## config.mk

```make
export PLATFORM = sky130hd
export DESIGN_NAME = rowbuf_dram_ctrl
export DESIGN_NICKNAME = d
export VERILOG_FILES = /design/src/rtl/rbdram_pkg.sv /design/src/rtl/rb_refresh_timer.sv /design/src/rtl/rb_cell_array.sv /design/src/rtl/rb_row_buffer.sv /design/src/rtl/rb_seq_fsm.sv /design/src/rtl/rowbuf_dram_ctrl.sv
export SDC_FILE = /design/constraint.sdc
export NUM_CORES = 1
export LEC_CHECK = 0
export BUFFER_PORTS_ARGS = -buffer_cell sky130_fd_sc_hd__buf_2
export CAP_MARGIN = 20
export CELL_PAD_IN_SITES_DETAIL_PLACEMENT = 1
export CELL_PAD_IN_SITES_GLOBAL_PLACEMENT = 1
export CORE_MARGIN = 10
export CORE_UTILIZATION = 49
export CTS_BUF_LIST = sky130_fd_sc_hd__clkbuf_4
export DETAILED_ROUTE_END_ITERATION = 8
export PLACE_DENSITY = 0.81
export SLEW_MARGIN = 10
export SYNTH_ARGS = -nofsm -noshare
export SYNTH_HDL_FRONTEND = slang
export SYNTH_SLANG_ARGS = --single-unit
export TNS_END_PERCENT = 100
```

## constraint.sdc

```tcl
create_clock -name clk -period 5.55 [get_ports clk]
set_clock_uncertainty 0.05 [all_clocks]
set_input_delay 0.8325 -clock clk [delete_from_list [all_inputs] [get_ports clk]]
set_output_delay 0.8325 -clock clk [all_outputs]
set_load 0.05 [all_outputs]
```

## src/rtl/rbdram_pkg.sv

```systemverilog
package rbdram_pkg;

  typedef enum logic [2:0] {
    S_IDLE    = 3'd0,
    S_LOAD    = 3'd1,
    S_ACCESS  = 3'd2,
    S_WBACK   = 3'd3,
    S_REFRESH = 3'd4
  } seq_state_t;

  // width of an index into n items, never below one bit
  function automatic int unsigned idx_bits(input int unsigned n);
    return (n <= 2) ? 1 : $clog2(n);
  endfunction

endpackage

```

## src/rtl/rb_refresh_timer.sv

```systemverilog
module rb_refresh_timer #(
  parameter int unsigned ROWS             = 16,
  parameter int unsigned REFRESH_INTERVAL = 256,
  localparam int unsigned RB = rbdram_pkg::idx_bits(ROWS),
  localparam int unsigned CW = rbdram_pkg::idx_bits(REFRESH_INTERVAL)
) (
  input  logic          clk,
  input  logic          rst_n,
  input  logic          ref_start,
  input  logic          ref_done,
  output logic          refresh_pending,
  output logic [RB-1:0] ref_row
);

  logic [CW-1:0] cnt_q;
  logic          tick;

  assign tick = (cnt_q == CW'(REFRESH_INTERVAL - 1));

  always_ff @(posedge clk or negedge rst_n) begin
    if (!rst_n) begin
      cnt_q <= '0;
    end else if (tick) begin
      cnt_q <= '0;
    end else begin
      cnt_q <= cnt_q + 1'b1;
    end
  end

  always_ff @(posedge clk or negedge rst_n) begin
    if (!rst_n) begin
      refresh_pending <= 1'b0;
    end else if (tick) begin
      refresh_pending <= 1'b1;
    end else if (ref_start) begin
      refresh_pending <= 1'b0;
    end
  end

  always_ff @(posedge clk or negedge rst_n) begin
    if (!rst_n) begin
      ref_row <= '0;
    end else if (ref_done) begin
      ref_row <= (ref_row == RB'(ROWS - 1)) ? '0 : ref_row + 1'b1;
    end
  end

endmodule

```

## src/rtl/rb_cell_array.sv

```systemverilog
module rb_cell_array #(
  parameter int unsigned ROWS = 16,
  parameter int unsigned COLS = 32,
  localparam int unsigned RB = rbdram_pkg::idx_bits(ROWS)
) (
  input  logic            clk,
  input  logic            rst_n,
  input  logic [RB-1:0]   sel_row,
  input  logic            drain_en,
  input  logic            fill_en,
  input  logic [COLS-1:0] fill_data,
  output logic [COLS-1:0] row_out
);

  logic [COLS-1:0] cells [ROWS];

  for (genvar r = 0; r < ROWS; r++) begin : g_row
    logic hit;
    assign hit = (sel_row == RB'(r));
    always_ff @(posedge clk or negedge rst_n) begin
      if (!rst_n) begin
        cells[r] <= '0;
      end else if (hit && fill_en) begin
        cells[r] <= fill_data;
      end else if (hit && drain_en) begin
        // sensing empties the row
        cells[r] <= '0;
      end
    end
  end

  assign row_out = cells[sel_row];

endmodule

```

## src/rtl/rb_row_buffer.sv

```systemverilog
module rb_row_buffer #(
  parameter int unsigned COLS = 32,
  localparam int unsigned CB = rbdram_pkg::idx_bits(COLS)
) (
  input  logic            clk,
  input  logic            rst_n,
  input  logic            latch_en,
  input  logic [COLS-1:0] latch_data,
  input  logic            patch_en,
  input  logic [CB-1:0]   col,
  input  logic            patch_bit,
  output logic [COLS-1:0] line_q,
  output logic            pick_bit
);

  always_ff @(posedge clk or negedge rst_n) begin
    if (!rst_n) begin
      line_q <= '0;
    end else if (latch_en) begin
      line_q <= latch_data;
    end else if (patch_en) begin
      line_q[col] <= patch_bit;
    end
  end

  assign pick_bit = line_q[col];

endmodule

```

## src/rtl/rb_seq_fsm.sv

```systemverilog
module rb_seq_fsm
  import rbdram_pkg::*;
#(
  parameter int unsigned ROWS = 16,
  parameter int unsigned COLS = 32,
  localparam int unsigned RB = idx_bits(ROWS),
  localparam int unsigned CB = idx_bits(COLS)
) (
  input  logic          clk,
  input  logic          rst_n,
  input  logic          req_valid,
  input  logic          req_wr,
  input  logic [RB-1:0] req_row,
  input  logic [CB-1:0] req_col,
  input  logic          req_wdata,
  input  logic          refresh_pending,
  input  logic [RB-1:0] ref_row,
  output seq_state_t    state,
  output logic          req_ready,
  output logic          ref_start,
  output logic          ref_done,
  output logic [RB-1:0] op_row,
  output logic [CB-1:0] op_col,
  output logic          op_wr,
  output logic          op_wdata
);

  seq_state_t state_n;
  logic       accept;
  logic       op_ref;

  assign req_ready = (state == S_IDLE) && !refresh_pending;
  assign accept    = req_valid && req_ready;
  assign ref_start = (state == S_IDLE) && refresh_pending;
  assign ref_done  = (state == S_WBACK) && op_ref;

  always_comb begin
    state_n = state;
    unique case (state)
      S_IDLE:    if (ref_start) state_n = S_REFRESH;
                 else if (accept) state_n = S_LOAD;
      S_LOAD:    state_n = S_ACCESS;
      S_ACCESS:  state_n = op_wr ? S_WBACK : S_IDLE;
      S_WBACK:   state_n = S_IDLE;
      S_REFRESH: state_n = S_WBACK;
      default:   state_n = S_IDLE;
    endcase
  end

  always_ff @(posedge clk or negedge rst_n) begin
    if (!rst_n) begin
      state <= S_IDLE;
    end else begin
      state <= state_n;
    end
  end

  always_ff @(posedge clk or negedge rst_n) begin
    if (!rst_n) begin
      op_row   <= '0;
      op_col   <= '0;
      op_wr    <= 1'b0;
      op_wdata <= 1'b0;
      op_ref   <= 1'b0;
    end else if (ref_start) begin
      op_row <= ref_row;
      op_wr  <= 1'b0;
      op_ref <= 1'b1;
    end else if (accept) begin
      op_row   <= req_row;
      op_col   <= req_col;
      op_wr    <= req_wr;
      op_wdata <= req_wdata;
      op_ref   <= 1'b0;
    end
  end

endmodule

```

## src/rtl/rowbuf_dram_ctrl.sv

```systemverilog
module rowbuf_dram_ctrl
  import rbdram_pkg::*;
#(
  parameter int unsigned ROWS             = 16,
  parameter int unsigned COLS             = 32,
  parameter int unsigned REFRESH_INTERVAL = 256,
  localparam int unsigned RB = idx_bits(ROWS),
  localparam int unsigned CB = idx_bits(COLS),
  localparam int unsigned AW = RB + CB
) (
  input  logic          clk,
  input  logic          rst_n,
  input  logic          req_valid,
  output logic          req_ready,
  input  logic [AW-1:0] req_addr,
  input  logic          req_wr,
  input  logic          req_wdata,
  output logic          rd_data,
  output logic          rd_valid
);

  function automatic logic [RB-1:0] row_field(input logic [AW-1:0] a);
    return a[AW-1:CB];
  endfunction

  function automatic logic [CB-1:0] col_field(input logic [AW-1:0] a);
    return a[CB-1:0];
  endfunction

  seq_state_t      state;
  logic            refresh_pending;
  logic [RB-1:0]   ref_row;
  logic            ref_start;
  logic            ref_done;
  logic [RB-1:0]   op_row;
  logic [CB-1:0]   op_col;
  logic            op_wr;
  logic            op_wdata;
  logic [COLS-1:0] grid_row;
  logic [COLS-1:0] line_q;
  logic            pick_bit;

  // named events for the checker
  logic st_idle, st_load, st_access, st_wback, st_refresh;
  logic load_en, store_en, patch_en;

  assign st_idle    = (state == S_IDLE);
  assign st_load    = (state == S_LOAD);
  assign st_access  = (state == S_ACCESS);
  assign st_wback   = (state == S_WBACK);
  assign st_refresh = (state == S_REFRESH);

  assign load_en  = st_load || st_refresh;
  assign patch_en = st_access && op_wr;
  assign store_en = (st_access && !op_wr) || st_wback;

  rb_seq_fsm #(.ROWS(ROWS), .COLS(COLS)) u_fsm (
    .clk             (clk),
    .rst_n           (rst_n),
    .req_valid       (req_valid),
    .req_wr          (req_wr),
    .req_row         (row_field(req_addr)),
    .req_col         (col_field(req_addr)),
    .req_wdata       (req_wdata),
    .refresh_pending (refresh_pending),
    .ref_row         (ref_row),
    .state           (state),
    .req_ready       (req_ready),
    .ref_start       (ref_start),
    .ref_done        (ref_done),
    .op_row          (op_row),
    .op_col          (op_col),
    .op_wr           (op_wr),
    .op_wdata        (op_wdata)
  );

  rb_refresh_timer #(.ROWS(ROWS), .REFRESH_INTERVAL(REFRESH_INTERVAL)) u_timer (
    .clk             (clk),
    .rst_n           (rst_n),
    .ref_start       (ref_start),
    .ref_done        (ref_done),
    .refresh_pending (refresh_pending),
    .ref_row         (ref_row)
  );

  rb_cell_array #(.ROWS(ROWS), .COLS(COLS)) u_grid (
    .clk       (clk),
    .rst_n     (rst_n),
    .sel_row   (op_row),
    .drain_en  (load_en),
    .fill_en   (store_en),
    .fill_data (line_q),
    .row_out   (grid_row)
  );

  rb_row_buffer #(.COLS(COLS)) u_line (
    .clk        (clk),
    .rst_n      (rst_n),
    .latch_en   (load_en),
    .latch_data (grid_row),
    .patch_en   (patch_en),
    .col        (op_col),
    .patch_bit  (op_wdata),
    .line_q     (line_q),
    .pick_bit   (pick_bit)
  );

  assign rd_valid = st_access && !op_wr;
  assign rd_data  = rd_valid && pick_bit;

endmodule

```

==> impl_metrics.toml <==
[run_status]
status = "finished clean"

[worst_setup_path]
crit_buf_inv = 1
crit_path_top_delay_cell = "dfrtp_1"
r2r_cells = 5
cp_cell_sequence = "mux2_2, and3_1, a2111oi_0, a31oi_1, o31a_1, buf_2"
cp_data_required_time_ns = 4.67
critical_path_arrival_ns = 3.69
critPathKind = "register to output pin"
start_kind = "register"
cpPeakStageDelay_ns = 1.01
cp_num_cells = 6
critPathCaptureType = "output pin"
cpLargestDelayFamily = "flip-flops"
path_max_fanout = 21

[placed_design]
portBuffers = 16
gp_congestion = 0.8586
dp_hpwl_um = 43790
placed_area_mm2 = 0.02589

[layout]
final_common_cell = "dfrtp_1"
final_cell_mix = "569 x dfrtp_1, 521 x a22o_1, 217 x clkbuf_4"
nets = 1844
area_delta_synth_final_pct = 10.26
fillers = 4991
drive_gt1_share_pct = 24.47
final_area_mm2 = 0.02810

[grt]
grt_overflow = 0
top_usage_layer = "met2"
grt_use_met1_pct = 34.69
antenna_found_initial = 1
grt_pass1_vias = 19880
use_met2_pct = 41.67
grt_util_all_layers_pct = 26.57
grt_pass1_wl_um = 124100
grtUsageMet3_pct = 7.069
grt_max_degree = 139

[yosys]
synth_cell_type_count = 54
ys_top_cells_by_area = "dfrtp_1 56%, a22o_1 18%, mux4_2 11%, mux2i_1 3.1%, buf_2 2.4%"
synth_area_leader_cell = "dfrtp_1"
yosysWarningCount = 0
ys_seq_area_share_pct = 56.16
ys_ff_latch = 572
syn_inst = 1836
ys.flop_type = "dfrtp_1"
async_reset_ff_share_pct = 100.0
syn_area_mm2 = 0.02549
syn_nets = 1852
synth-edff-count = 0
avgSynthCellArea_um2 = 13.88
synth.top_cell.area_share_pct = 56.16

[sta]
rsz0062_at_grt = "no"
finalMaxSlewViolations = 0
slew_headroom_pct = 20.46
min_period_over_period_pct = 82.46
setup_viol = 0
fin_crit_ns = 4.576
fin_setup_tns_ns = 0
tightestPinTransition_ns = 1.190
fmax_ghz = 0.2185
hold_viol = 0

[pwr]
vdd_drop_max_mv = 0.3049
power_density_mw_per_mm2 = 616.3
p_leak_nw = 12.71

[min_path]
min_path_cells = 3
hold_path_class = "input port to register"

[floorplanning]
num_io_pins = 17
initial_core_util_pct = 49.58
die_x_um = 248.1
chipHeight_um = 248.1
num_rows = 83
core-area_mm2 = 0.05141
dieArea_mm2 = 0.06154

[detailed_routing]
vias_per_cell = 6.969
drc = 0
avgRoutedWirePerCell_um = 30.99
routed_wl_um = 80850
drt_iter0_drc = 2029
first_pass_iters = 5
vias = 18180
drtAntennaViolNets = 0

[clocking]
cts_htree_levels = 4
cts_setup_buffers = 0
root_buffer = "clkbuf_4"
postCtsResizedCells = 0
clk-insertion-delay-late_ns = 1.03
cts_buffer_depth = 3
cts_made_buffers = 151
path_clk_slew_ns = 0.07
cts_tree = "built"
cts.sinks = 572

[flow_run]
cap_violations = 0
-- registers in the layout (all words and copies together) (netlist names) --
signal	count
u_fsm.op_col	5
u_grid.cells	512
u_timer.cnt_q	8
u_fsm.op_ref	1
u_fsm.op_row	4
u_timer.ref_row	4
u_fsm.op_wr	1
u_timer.refresh_pending	1
u_line.line_q	32
u_fsm.state	3
u_fsm.op_wdata	1
-- routing by layer --
layer / vias up / routed length [um]
li1: 7192 / -
met1: 9794 / 31930
met2: 992 / 39310
met3: 203 / 7214
met4: 0 / 2406
met5: - / 0
-- worst min-delay path, delay by kind of cell --
family                 cells  cell delay, ns
buffers and inverters      1            0.08
and+or+nand+nor            2            0.16
-- repair_timing --
item                                    in CTS  in global routing
endpoints found under the hold margin      124                  0
endpoints found under the setup margin       0                  0
hold buffers                                11                  0
-- cell families after synthesis --
group,share of synthesized area [%]
and+or+nand+nor,4.153
adders and majority gates,0.09817
AOI/OAI and AO/OA,20.41
xor gates and xnor gates,0.2406
DFF,56.16
buffers and inverters,4.163
muxes,14.77
-- cells in the mapped netlist, types with 5 or more instances --
library cell / count
a22o_1: 521
a221oi_2: 5
mux2i_1: 78
nand3_1: 15
nor2b_1: 32
o21ai_0: 5
buf_1: 16
nor3_2: 5
nor3_1: 11
and2_1: 5
buf_4: 5
a221oi_1: 20
a211oi_1: 25
mux4_2: 129
nand2b_1: 9
nor2_1: 41
a21oi_1: 7
buf_2: 123
mux2_2: 7
clkbuf_1: 85
nand2_1: 64
dfrtp_1: 572
-- worst paths after layout --
| check | end | from | slack [ns] |
|---|---|---|---|
| worst min register to register | u_fsm.op_ref | u_fsm.op_ref | 0.42 |
| worst max-delay path | rd_data | u_fsm.op_col[1] | 0.97 |
| min in group asynchronous | u_timer.cnt_q[3] | rst_n | 0.50 |
| worst max register to register | u_grid.cells[243] | u_fsm.op_row[3] | 1.80 |
| max in group asynchronous | u_grid.cells[312] | rst_n | 3.64 |
| worst min-delay path | u_fsm.op_col[1] | req_addr[1] | 0.08 |
-- where the power goes --
part	internal (mW)	leakage [nW]	switching [mW]
combinational	2.94	3.95	2.60
clock	2.11	1.15	1.81
sequential	5.82	7.61	2.03
total	10.9	12.7	6.45
-- area by class of cell --
class | instances | area (um2) | area share [%]
multi-input cells | 1030 | 10270 | 36.56
clock buffers | 217 | 1629 | 5.797
well taps | 680 | 850.8 | 3.028
flip-flops and latches | 572 | 14330 | 50.98
inverters | 2 | 7.507 | 0.02672
clock inverters | 33 | 324.1 | 1.153
diodes | 4 | 10.01 | 0.03562
repair buffers | 71 | 681.9 | 2.427
-- stage by stage --
stage               hold slack (ns)  instances  power, mW  util, %  worst slack, ns
floorplan                    0.3920       1836      11.36        -            2.100
global placement             0.4007       2335      12.79    50.25            2.042
detailed placement           0.4089       2338      13.20    50.37            2.002
CTS                         0.02322       2599      17.17    54.38           0.9685
global route                0.08151       2606      18.18    54.65           0.8772
finish                      0.08252       2609      17.32    54.66           0.9737
(Power assumes the default switching activity.)
